### config.mk
export PLATFORM = sky130hd
export DESIGN_NAME = sd2sm_xlate
export DESIGN_NICKNAME = d
export VERILOG_FILES = /design/src/rtl/sd2sm_pkg.sv /design/src/rtl/sd2sm_split.sv /design/src/rtl/sd2sm_prefix_sub.sv /design/src/rtl/sd2sm_xlate.sv
export SDC_FILE = /design/constraint.sdc
export NUM_CORES = 1
export LEC_CHECK = 0
export BUFFER_PORTS_ARGS = -buffer_cell sky130_fd_sc_hd__buf_2
export CAP_MARGIN = 20
export CORE_MARGIN = 1
export CORE_UTILIZATION = 45
export CTS_CLUSTER_DIAMETER = 60
export DETAILED_ROUTE_END_ITERATION = 8
export GPL_ROUTABILITY_DRIVEN = 1
export PLACE_DENSITY = 0.68
export SYNTH_ARGS = -nofsm -noshare
export SYNTH_HDL_FRONTEND = slang
export SYNTH_HIERARCHICAL = 1
export SYNTH_SLANG_ARGS = --single-unit
### constraint.sdc
create_clock -name clk -period 3.75 [get_ports clk]
set_input_delay 0.5625 -clock clk [delete_from_list [all_inputs] [get_ports clk]]
set_output_delay 0.5625 -clock clk [all_outputs]
set_load 0.02 [all_outputs]
### src/rtl/sd2sm_pkg.sv
package sd2sm_pkg;

    typedef enum logic [1:0] {
        SD_ZERO = 2'b00,
        SD_POS  = 2'b01,
        SD_NEG  = 2'b10,
        SD_RSVD = 2'b11
    } sd_code_e;

endpackage

### src/rtl/sd2sm_split.sv
module sd2sm_split #(
    parameter int DIGITS = 64
) (
    input  logic [2*DIGITS-1:0] digits,
    output logic [DIGITS-1:0]   pos_word,
    output logic [DIGITS-1:0]   neg_word
);
    import sd2sm_pkg::*;

    // per-digit decode; the reserved code counts as zero
    always_comb begin
        pos_word = '0;
        neg_word = '0;
        for (int i = 0; i < DIGITS; i++) begin
            unique case (sd_code_e'(digits[2*i +: 2]))
                SD_POS:  pos_word[i] = 1'b1;
                SD_NEG:  neg_word[i] = 1'b1;
                default: ;
            endcase
        end
    end

endmodule

### src/rtl/sd2sm_prefix_sub.sv
module sd2sm_prefix_sub #(
    parameter int WIDTH = 64
) (
    input  logic [WIDTH-1:0] minuend,
    input  logic [WIDTH-1:0] subtrahend,
    output logic [WIDTH-1:0] diff,
    output logic             borrow_out
);
    localparam int LEVELS = $clog2(WIDTH);

    // generate: bit needs a borrow; propagate: bit passes a borrow through
    logic [WIDTH-1:0] gen_lv  [0:LEVELS];
    logic [WIDTH-1:0] prop_lv [0:LEVELS];
    logic [WIDTH-1:0] borrow_in;

    assign gen_lv[0]  = ~minuend & subtrahend;
    assign prop_lv[0] = ~(minuend ^ subtrahend);

    // Log-depth prefix combine, span doubles each level
    for (genvar l = 0; l < LEVELS; l++) begin : g_level
        localparam int SPAN = 1 << l;
        for (genvar i = 0; i < WIDTH; i++) begin : g_bit
            if (i >= SPAN) begin : g_merge
                assign gen_lv[l+1][i]  = gen_lv[l][i] | (prop_lv[l][i] & gen_lv[l][i-SPAN]);
                assign prop_lv[l+1][i] = prop_lv[l][i] & prop_lv[l][i-SPAN];
            end else begin : g_pass
                assign gen_lv[l+1][i]  = gen_lv[l][i];
                assign prop_lv[l+1][i] = prop_lv[l][i];
            end
        end
    end

    assign borrow_in  = {gen_lv[LEVELS][WIDTH-2:0], 1'b0};
    assign diff       = minuend ^ subtrahend ^ borrow_in;
    assign borrow_out = gen_lv[LEVELS][WIDTH-1];

endmodule

### src/rtl/sd2sm_xlate.sv
module sd2sm_xlate #(
    parameter int DIGITS = 64
) (
    input  logic                clk,
    input  logic                rst_n,
    input  logic                in_valid,
    input  logic [2*DIGITS-1:0] in_digits,
    output logic                out_valid,
    output logic [DIGITS-1:0]   out_mag,
    output logic                out_neg,
    output logic                out_zero
);
    typedef struct packed {
        logic              vld;
        logic [DIGITS-1:0] mag;
        logic              neg;
        logic              zero;
    } res_t;

    localparam res_t RES_RESET = '{vld: 1'b0, mag: '0, neg: 1'b0, zero: 1'b1};

    logic [DIGITS-1:0] pos_word, neg_word;
    logic [DIGITS-1:0] diff_pn, diff_np;
    logic              brw_pn, brw_np;
    res_t              res_d, res_q;

    sd2sm_split #(.DIGITS(DIGITS)) u_split (
        .digits   (in_digits),
        .pos_word (pos_word),
        .neg_word (neg_word)
    );

    sd2sm_prefix_sub #(.WIDTH(DIGITS)) u_sub_pn (
        .minuend    (pos_word),
        .subtrahend (neg_word),
        .diff       (diff_pn),
        .borrow_out (brw_pn)
    );

    sd2sm_prefix_sub #(.WIDTH(DIGITS)) u_sub_np (
        .minuend    (neg_word),
        .subtrahend (pos_word),
        .diff       (diff_np),
        .borrow_out (brw_np)
    );

    always_comb begin
        res_d     = res_q;
        res_d.vld = in_valid;
        if (in_valid) begin
            // borrow out of P-N marks a negative value; no borrow either way means equal
            res_d.neg  = brw_pn;
            res_d.zero = ~brw_pn & ~brw_np;
            res_d.mag  = brw_pn ? diff_np : diff_pn;
        end
    end

    always_ff @(posedge clk) begin
        if (!rst_n) begin
            res_q <= RES_RESET;
        end else begin
            res_q <= res_d;
        end
    end

    assign out_valid = res_q.vld;
    assign out_mag   = res_q.mag;
    assign out_neg   = res_q.neg;
    assign out_zero  = res_q.zero;

endmodule

# Yosys cells after proc, flatten, opt, wreduce, memory -nomap -nowiden
# Cells that the tools add are included.
# totals
inputBits,131
ff_bits,67
out_inout_bits,67
# classes
mux,129
n_eq_ne,128
n_bitwise,1553
# ops
operator,count
AND 1 bit,901
OR 1 bit,642
NOT 64 bit,3
bitwise XOR 64 bit,3
AND 64 bit,2
== test 2 x 1 -> 1 bit (second input constant),64
== test 2 bit (second input constant),64
two-way mux 1 bit,128
two-way mux 64 bit,1
NOT 1 bit,2

# Longest topological paths before layout
# Gate-level depths: netlist (run 1).
# depth
ltp_word,18
mapped_depth,18

# Modules after synthesis
# The synthesis (run 1) kept the hierarchy.
# modules_own_cells
mod,area_per_inst_um2,cells_each,seq_area_each_um2,n_inst
sd2sm_prefix_sub,4197.8,666,0.0,2
sd2sm_xlate,2879.0,294,1341.3,1
sd2sm_split,1121.1,128,0.0,1

# Least setup slack after synthesis (run 1)
# Ideal clock, no wire load.
# synth_timing
path_kind,input to register
start,input in_digits[1]
end,"register res_q, in the netlist out_mag[23]"
t_arrival_ns,3.609
setup_slack_ns,0.009
setup_time_ns,0.133
path_stages,18
cell_sequence,and2b_2 inv_1 ha_1 fa_1 a211oi_1 o211ai_1 a41oi_1 nand3_1 a41oi_2 or2_2 o21ai_0 nand2_1 a21oi_1 buf_4 buf_12 buf_12 mux2i_1 a21oi_1
# synth_between
elab_chain_len,17
# synth_rtl
item,line_no,text
from (decl),sd2sm_xlate.sv:7,"input logic [2*DIGITS-1:0] in_digits,"
== test 2 x 1 -> 1 bit,sd2sm_split.sv:15,unique case (sd_code_e'(digits[2*i +: 2]))
two-way mux 1 bit,sd2sm_split.sv:15,
NOT 64 bit,sd2sm_prefix_sub.sv:16,assign gen_lv[0] = ~minuend & subtrahend;
AND 64 bit (*),sd2sm_prefix_sub.sv:16,
AND 1 bit (*),sd2sm_prefix_sub.sv:24,assign gen_lv[l+1][i] = gen_lv[l][i] | (prop_lv[l][i] & gen_lv[l][i-SPAN]);
OR 1 bit (*),sd2sm_prefix_sub.sv:24,
AND 1 bit (*),sd2sm_prefix_sub.sv:24,
OR 1 bit (*),sd2sm_prefix_sub.sv:24,
[... 2 more ...],-,
AND 1 bit (*),sd2sm_prefix_sub.sv:24,
OR 1 bit (*),sd2sm_prefix_sub.sv:24,
AND 1 bit (*),sd2sm_prefix_sub.sv:24,
OR 1 bit (*),sd2sm_prefix_sub.sv:24,
AND 1 bit (*),sd2sm_prefix_sub.sv:24,
OR 1 bit (*),sd2sm_prefix_sub.sv:24,
named net brw_pn,sd2sm_xlate.sv:24,"logic brw_pn, brw_np;"
two-way mux 64 bit (*),sd2sm_xlate.sv:54,res_d.mag = brw_pn ? diff_np : diff_pn;
to (signal assigned),sd2sm_xlate.sv:62,res_q <= res_d;
to (decl),sd2sm_xlate.sv:25,"res_t res_d, res_q;"
# The timed path passes the listed nets; every way through them passes the cells marked *.
# A chain may end at the register's enable or synchronous reset.

# Worst setup path after layout (run 1)
# layout_timing
start,input in_digits[1]
end,"register res_q, in the netlist out_mag[38]"
# layout_lines
item,line_no,text
== test 2 x 1 -> 1 bit,sd2sm_split.sv:15,
two-way mux 1 bit,sd2sm_split.sv:15,
named net pos_word[0],sd2sm_xlate.sv:22,"logic [DIGITS-1:0] pos_word, neg_word;"
NOT 64 bit,sd2sm_prefix_sub.sv:16,
AND 64 bit,sd2sm_prefix_sub.sv:16,
AND 1 bit,sd2sm_prefix_sub.sv:24,
OR 1 bit,sd2sm_prefix_sub.sv:24,
AND 1 bit,sd2sm_prefix_sub.sv:24,
OR 1 bit,sd2sm_prefix_sub.sv:24,
AND 1 bit,sd2sm_prefix_sub.sv:24,
OR 1 bit,sd2sm_prefix_sub.sv:24,
bitwise XOR 64 bit,sd2sm_prefix_sub.sv:34,assign diff = minuend ^ subtrahend ^ borrow_in;
named net diff_pn[38],sd2sm_xlate.sv:23,"logic [DIGITS-1:0] diff_pn, diff_np;"
two-way mux 64 bit,sd2sm_xlate.sv:54,
# The timed path passes the listed nets, and every way through them passes these cells.

==> results of run 1 <==
-- report_power, final --
group          switching (uW)  total (uW)  leakage (uW)  internal [uW]
Sequential               64.2         866      0.000557            802
Clock                     351         953      0.000157            602
Combinational            1730        3070       0.00679           1340
Total                    2150        4890       0.00750           2740
-- logic make-up after synthesis --
logic type                 after synthesis
AOI/OAI and AO/OA                      602
xor gates and xnor gates               118
adders and majority gates              130
buffers and inverters                  271
DFF                                     67
muxes                                   69
and+or+nand+nor                        497
-- per-layer routing --
metal	wire, um	up-vias	global-route usage
li1	-	6838	-
met1	19610	6571	0.4139
met2	19610	608	0.4933
met3	3087	86	0.03056
met4	1390	0	0.1141
met5	0	-	0
-- area by class of cell --
| type | count | area, sq um |
|---|---|---|
| Clock buffer | 12 | 246.5 |
| Tap cell | 341 | 426.7 |
| Sequential cell | 67 | 1341 |
| Clock inverter | 4 | 73.82 |
| Fill cell | 2608 | 11530 |
| Timing Repair Buffer | 396 | 2586 |
| Inverter | 176 | 660.6 |
| Multi-Input combinational cell | 1416 | 10090 |
-- sequential cells by signal, indices dropped and copies added (netlist names) --
signal / count
out_zero: 1
out_valid: 1
out_neg: 1
out_mag: 64
-- synth_stat cells, drive strengths merged (8+ instances only) --
cell / number
o211ai: 8
a211oi: 10
ha: 128
clkbuf: 79
o21ai: 157
a31o: 10
o21a: 11
nand2: 112
a21oi: 246
mux2i: 67
xor2: 52
buf: 16
nand2b: 12
o21bai: 40
inv: 176
and3: 10
or2: 8
o31ai: 8
nand4: 62
and2: 9
nor2: 73
nand3: 26
nor4: 10
nor3: 22
nor2b: 13
a31oi: 12
xnor2: 66
a21o: 48
and2b: 128
dfxtp: 67
-- metrics by stage --
stage                     setup slack (ps)  std cells  TNS (ps)    util  area, sq um
after floorplan                      8.709       1754         0       -        12400
after global placement              -320.6       2385    -19300  0.5489        14790
after detailed placement            -399.4       2385    -22980  0.5489        14790
after CTS                            46.90       2403         0  0.5630        15170
after global routing                -69.61       2412    -101.3  0.5722        15420
final                                102.0       2412         0  0.5722        15420
-- worst max-delay path by stage --
stage,end,slack [ps],cells past startpoint
2_1_floorplan,out_mag[23],9,18
3_5_place_dp,out_mag[26],-400,17
6_report,out_mag[38],100,18
4_1_cts,out_zero,50,17
3_3_place_gp,out_mag[61],-320,17
5_1_grt,out_mag[38],-70,18
-- worst max-delay path, stage by stage --
cell and delay (ps):
buf_2 80, and2b_2 220, inv_1 60, ha_1 190, fa_2 230, a211oi_2 80, o211ai_1 340, buf_4 180
nand3_1 110, o31a_1 290, buf_4 170, o31ai_4 220, a31oi_2 160, o31ai_2 340, a21oi_1 130, xor2_1 270
mux2i_1 130, a21oi_1 150
-- timing repair --
item / 4_1_cts / 5_1_grt
pin swaps: 2 / 16
gates cloned: 1 / 2
hold buffers: 0 / 0
endpoints found under the setup margin: 42 / 66
gates resized for setup: 5 / 29
setup buffers: 1 / 6
==> out/results.ini, run 1 <==
[worst_setup_path]
crit_path_start=in_digits[1]
r2r_start=out_mag[33]
critPathRequiredTime_ps=4030
r2r-end=out_mag[33]
cp.arrival_ps=3930
ff2ff_path_depth=2
cp-start-kind=primary input
crit_type=in2reg
worstPathMaxFanout=3
ff2ff_setup_slack_ps=3020
worstSetupEndpointType=flip-flop

[hold_path]
hold_class=reg2reg
min_from=out_mag[58]
holdPathStages=2
whs_endpoint=out_mag[58]

[floorplanning]
die-area_sq_um=28210
die_h_um=168.0
initial_core_util=0.4599
boundaryPins=198
die_w_um=168.0
rows=60
coreArea_sq_um=26950

[synth]
synth_top_area_frac=0.1292
syn_area_per_cell_sq_um=7.067
synth_fa_ha_area_frac=0.1324
synth.net_count=2015
yosys_warnings=6
synth-simple-area-share=0.2355
synth_top_family_by_area=compound AO/OA/AOI/OAI gates
synth_edf_count=0
synthesis.area_sq_um=12400
yosys.area_share.xor_xnor=0.08338
synth.area.top_cells=ha_1, dfxtp_1, a21oi_1, and2b_2, o21ai_0
synth_cell_types=59
async_flop_share=0
yosys.area.top_type=ha_1
synthCells=1754
synth_mux_area_frac=0.05592
ys_ff_latch=67
ys_seq_area_frac=0.1082
synth-compound-area-share=0.2937
synth-main-ff-cell=dfxtp_1

[sta]
tightest_slew_ps=713.7
drv_slew=0
setup_violations=0
fin_skew_ps=0
period_needed_ps=3648
hold_ws_ps=507.4
grt_setup_unrepaired=yes
relSlewSlack=0.5242
fmax_mhz=274.1
hold_violations=0
period_share=0.9728

[routing]
vias=14100
final_antenna_net_count=0
wl_um=43700
first_pass_iters=5
detail_route.wl_per_cell_um=18.12
drt_iter0_drc=1285
remaining_drc_errors=0
vias_per_cell=5.847

[global_route]
grt_pass1_vias=13230
grt_max_degree=75
grt_pass1_wl_um=68430
antenna_found_initial=0
grt_usage=0.3038
overflow=0

[clocking]
numCtsBuffers=9
path_clk_slew_ps=60
cts_buffer_depth=2
worstSkewPairLatency_ps=340
numClockSinks=67
root_buffer=clkbuf_16
htree_levels=3
tritoncts=done

[power]
power_leakage_uw=0.007503
p_total_uw=4887
power.density_nw_per_um2=316.9
vdd_ir_drop_max_mv=0.2225

[final_layout]
final_nets=2327
diodes=0
syn_to_final_growth_pct=24.41
drive_gt1_frac=0.2830
final_common_cell=a21oi_1
final_cell_mix=a21oi_1, buf_2, buf_4

[flow_run]
drv_cap=0

[run_status]
status=finished, final reports clean

[placed_design]
hpwl_um=36160
place.port_buffers=197
routabilityCongestion=0.9881

(Power assumes the default switching activity.)
==> run 2: changes to the inputs <==
CORE_MARGIN = 2   (was 1)
==> run 2 against run 1 <==
Wire length is 1.1% higher; critical path depth is 1 lower; critical path type unchanged; power is 2.2% lower; clock power is 8.5% lower; core utilization is 1.2 points lower; combinational power hardly changed; cell count is 1.3% lower.
==> out/results.ini, run 2 (synthesized netlist as in run 1, its figures left out) <==
[run_status]
status=finished, final reports clean

[worst_setup_path]
r2r-end=out_mag[24]
crit_chain=buf_2 -> and2b_2 -> inv_1 -> ha_1 -> buf_4 -> nand4_1 -> buf_4 -> a211oi_1 -> o21ai_1 -> nor4b_1 -> o21bai_1 -> buf_4 -> a31o_2 -> a21oi_1 -> xnor2_1 -> mux2i_1 -> a21oi_1
cp.arrival_ps=3850
cp_top_family=compound AO/OA/AOI/OAI gates
ff2ff_path_depth=2
crit_path_frequent_cell=buf_4
worstPathMaxFanout=3
r2r_start=out_mag[24]
worstSetupEndpointType=flip-flop
critPathRequiredTime_ps=3960
critPathBufInv=5
cp_slowest_cell=a211oi_1
crit_type=in2reg
cp-start-kind=primary input
ff2ff_setup_slack_ps=2970
cpPeakStageDelay_ps=480

[placed_design]
routabilityCongestion=0.9641
place_worst_setup_slack_ps=-443.4
dp.cells=2358
hpwl_um=35930
place.port_buffers=197

[final_layout]
instances_no_fill=2380
final_nets=2297
syn_to_final_growth_pct=22.22
final_common_cell=a21oi_1
final_cell_mix=a21oi_1, buf_2, inv_1
diodes=0
drive_gt1_frac=0.2707
largest_reg_flops=64

[routing]
remaining_drc_errors=0
final_antenna_net_count=0
drt_iter0_drc=1464
vias_per_cell=5.872
vias=13980
detail_route.wl_per_cell_um=18.57
wl_um=44190
first_pass_iters=5

[power]
power_leakage_uw=0.007354
intPower_uw=2641
pwr-share-comb=0.638
seq_power_share=0.180
sw_frac_of_total=0.4475
p_clk_frac=0.182
power.density_nw_per_um2=315.5
switching_power_uw=2139
vdd_ir_drop_max_mv=0.1638

[sta]
fin_ws_ps=105.2
period_share=0.9719
tightest_slew_ps=650.7
fmax_mhz=274.4
hold_violations=0
period_needed_ps=3645
fin_skew_ps=0
drv_slew=0
relSlewSlack=0.5623
setup_violations=0

[hold_path]
hold_class=reg2reg
whs_endpoint=out_neg
holdPathStages=2
min_from=out_neg

[clocking]
hold_buffers=0
cts_buffer_depth=2
tritoncts=done
htree_levels=3
path_clk_slew_ps=60
worstSkewPairLatency_ps=330
root_buffer=clkbuf_16
numCtsBuffers=9
numClockSinks=67

[floorplanning]
die_h_um=170.0
rows=60
die-area_sq_um=28890
die_w_um=170.0
coreArea_sq_um=27030
boundaryPins=198
initial_core_util=0.4587

[global_route]
overflow=0
grt_usage=0.2950
grt_pass1_wl_um=67790
antenna_found_initial=0
grt_pass1_vias=12900
grt_max_degree=133

[flow_run]
drv_cap=0

[run 2: how the worst max path moves through the flow]
stage | startpoint | end | depth (start not counted)
6_report | in_digits[9] | out_mag[41] | 17
5_1_grt | in_digits[1] | out_mag[38] | 18
4_1_cts | in_digits[1] | out_mag[30] | 18
3_5_place_dp | in_digits[1] | out_mag[59] | 18
3_3_place_gp | in_digits[0] | out_mag[40] | 17
2_1_floorplan | in_digits[1] | out_mag[23] | 18
[run 2: repair_timing]
item / 4_1_cts / 5_1_grt
resized for setup: 2 / 29
pin swaps: 2 / 23
endpoints found under the setup margin: 46 / 66
cloned: 2 / 2
setup buffers: 0 / 4
[run 2: power groups by stage]
| stage | combinational [uW] | clock, uW | sequential, uW |
|---|---|---|---|
| global placement | 2840 | 0 | 873 |
| CTS | 2920 | 881 | 859 |
| floorplan | 1800 | 0 | 963 |
| detailed placement | 2870 | 0 | 873 |
| finish | 3050 | 872 | 859 |
| global route | 3290 | 908 | 866 |
[run 2: final cells by class]
cell class	instances	area (sq um)
well taps	341	426.7
multi-input cells	1416	10050
fillers	2697	11880
clock inverters	3	40.04
inverters	176	660.6
repair buffers	366	2390
clock buffers	11	242.7
flip-flops and latches	67	1341
[run 2: worst reg2reg max path, stage by stage, from the launching register on]
cell	delay [ps]
dfxtp_1	350
o21ai_0	230
a21oi_1	60
[run 2: per-stage QoR]
stage | hold WS [ps] | instance area, sq um | total power [uW] | TNS (ps) | util
CTS | 506.4 | 14970 | 4662 | -228.5 | 0.5538
detailed placement | 495.1 | 14620 | 3742 | -23220 | 0.5408
global placement | 489.6 | 14600 | 3708 | -14470 | 0.5400
floorplan | 572.4 | 12400 | 2761 | 0 | -
global route | 536.8 | 15150 | 5060 | -35.76 | 0.5606
finish | 509.5 | 15150 | 4780 | 0 | 0.5606
[run 2: per-layer routing]
layer,part of all wire,up-vias,GRT usage,routed length [um]
met3,0.087,46,0.02767,3862
met2,0.46,645,0.4933,20330
met1,0.44,6501,0.4095,19310
met4,0.015,0,0.06838,678
li1,-,6783,-,-
met5,0,-,0,0
==> run 3: changes to the inputs <==
ABC_AREA = 1   (was unset)
PLACE_DENSITY = 0.67   (was 0.68)
==> run 3 against run 2 <==
Combinational power grew 12%; sequential power grew 4.0%; clock-buffer cell count shrank 1; core utilization shrank 5.7 points; largest cell class unchanged; largest power group unchanged; highest routed layer unchanged.
==> out/results.ini, run 3 <==
[clocking]
hold_buffers=0
numClockSinks=67
numCtsBuffers=9
path_clk_slew_ps=70
worstSkewPairLatency_ps=350
cts_setup_buffers=0
tritoncts=done
cts_buffer_depth=2
root_buffer=clkbuf_16
cts-resized-gates=0
htree_levels=3

[synth]
synth_most_common_cell=nand2_1
synth_edf_count=0
yosys.area.top_type=nand2_1
synth.area.top_cells=nand2_1, inv_1, ha_1, nand3_1, dfxtp_1
synth_top_area_frac=0.3008
synth-main-ff-cell=dfxtp_1
yosys_warnings=6
synthCells=3455
syn_area_per_cell_sq_um=4.807
async_flop_share=0
synthesis.area_sq_um=16610
ys_ff_latch=67
synth_cell_types=28
ys_seq_area_frac=0.08075
synth.net_count=3716
synthTopCellsByCount=nand2_1, inv_1, nor2_1, nand3_1, ha_1

[worst_setup_path]
cp-start-kind=primary input
ff2ff_path_depth=4
cp.arrival_ps=3470
r2r-end=out_mag[26]
worstSetupEndpointType=flip-flop
critPathRequiredTime_ps=4050
crit_type=in2reg
ff2ff_setup_slack_ps=2960
r2r_start=out_mag[26]
worstPathMaxFanout=4

[global_route]
antenna_found_initial=0
overflow=0
grt_max_degree=56
grt_pass1_vias=18360
grt_usage=0.3547
grt_pass1_wl_um=103700

[floorplanning]
die_w_um=196.1
die-area_sq_um=38460
boundaryPins=198
coreArea_sq_um=36520
rows=70
die_h_um=196.1
initial_core_util=0.4548

[final_layout]
drive_gt1_frac=0.08585
nFillCells=4272
final_cell_mix=nand2_1, inv_1, nor2_1
diodes=0
final_nets=3902
final_common_cell=nand2_1
ff_latch_area_sq_um=1341
stdcell_area_sq_um=18390
post-route-util=0.5035
multi_input_area_sq_um=11380
syn_to_final_growth_pct=10.70
largest_reg_flops=64

[routing]
top_layer=met4
remaining_drc_errors=0
wl_um=68780
final_antenna_net_count=0
vias_per_cell=4.992
vias=20540
detail_route.wl_per_cell_um=16.72
first_pass_iters=5
drt_iter0_drc=2281
met3_length_um=7854
wl_met2_um=28080
wl_met1_um=30760

[sta]
period_needed_ps=3168
setup_violations=0
fin_skew_ps=0
grt_setup_unrepaired=no
period_share=0.8447
fmax_mhz=315.7
drv_slew=0
tns_ps=0
tightest_slew_ps=889.6
relSlewSlack=0.4070
hold_violations=0

[power]
power_leakage_uw=0.01259
vdd_ir_drop_max_mv=0.1815
sw_frac_of_total=0.5326
p_total_uw=5272
power.density_nw_per_um2=286.7
p_clk_frac=0.184
switching_power_uw=2808
seq_power_share=0.169
pwr-share-comb=0.647
intPower_uw=2464

[hold_path]
holdPathStages=2
hold_class=reg2reg
min_from=out_zero
whs_endpoint=out_zero

[placed_design]
routabilityCongestion=1.087
place_area_sq_um=18060
place.port_buffers=197
hpwl_um=60410

[run_status]
status=finished, final reports clean

[flow_run]
drv_cap=0

==> run 3: cell types whose count changed in the layout (fill, tap and decap cells not counted), sizes merged, moves of 36 or more <==
cell    delta
nand3    +262
nand2   +1247
and2b    -128
o21bai    -36
buf      -146
nor2     +295
mux2i     -67
inv      +779
a21oi    -157
o21ai    -146
xor2      -52
a21o      -48
==> run 3: cells by family (layout without fill, tap and decap cells) <==
logic type	after synthesis	after routing	share of synthesized area
simple gates	2093	2093	0.5209
buf+inv	998	1189	0.2344
fa+ha+maj	130	130	0.09883
compound gates	105	105	0.03239
flops	67	67	0.08075
xor+xnor	62	62	0.03269
==> run 3: worst max-delay path by stage <==
stage             startpoint     endpoint
5_1_grt         in_digits[0]  out_mag[56]
3_5_place_dp    in_digits[1]  out_mag[24]
2_1_floorplan   in_digits[0]  out_mag[41]
4_1_cts         in_digits[1]  out_mag[24]
3_3_place_gp   in_digits[18]  out_mag[34]
6_report       in_digits[18]  out_mag[34]
==> run 3: final cells by class <==
| type | count | share of cell area |
|---|---|---|
| clock buffer | 10 | 0.01300 |
| timing repair buffer | 218 | 0.06369 |
| tap | 468 | 0.03185 |
| inverter | 955 | 0.1950 |
| sequential | 67 | 0.07295 |
| clock inverter | 6 | 0.004831 |
| multi-input combinational | 2390 | 0.6187 |
==> run 3: layer usage <==
layer  vias up  global-route usage
li1      10450                   -
met1      9096              0.5100
met3        94             0.06636
met4         0              0.1069
met5         -                   0
met2       899              0.5331
==> run 3: worst max-delay path, cell delays in order <==
cell and delay, ps:
buf_2 110, nor2_1 200, inv_1 70, ha_1 420
nand2_2 160, nor2_2 370, nand3_1 180, nand3_1 300
nand2_1 90, nand2_1 180, nand2_1 110, nand3_1 80
nand2_1 50, nand2_1 270, nand3_1 130, nand3_1 100
nand2_1 50, inv_1 50
==> run 3: metrics by stage <==
step / worst slack, ps / hold WS, ps / std cells
final: 582.2 / 479.6 / 4114
after global routing: 345.0 / 504.1 / 4114
after CTS: 708.1 / 476.2 / 4114
after detailed placement: 351.0 / 459.3 / 4098
after global placement: 350.9 / 454.0 / 4098
after floorplan: 924.1 / 559.0 / 3455
==> run 3: power groups by stage <==
stage	Sequential [uW]	Clock [uW]	Combinational [uW]
2_1_floorplan	985	0	2120
4_1_cts	891	982	3300
3_5_place_dp	904	0	3290
6_report	893	968	3410
5_1_grt	895	1000	3740
3_3_place_gp	907	0	3300
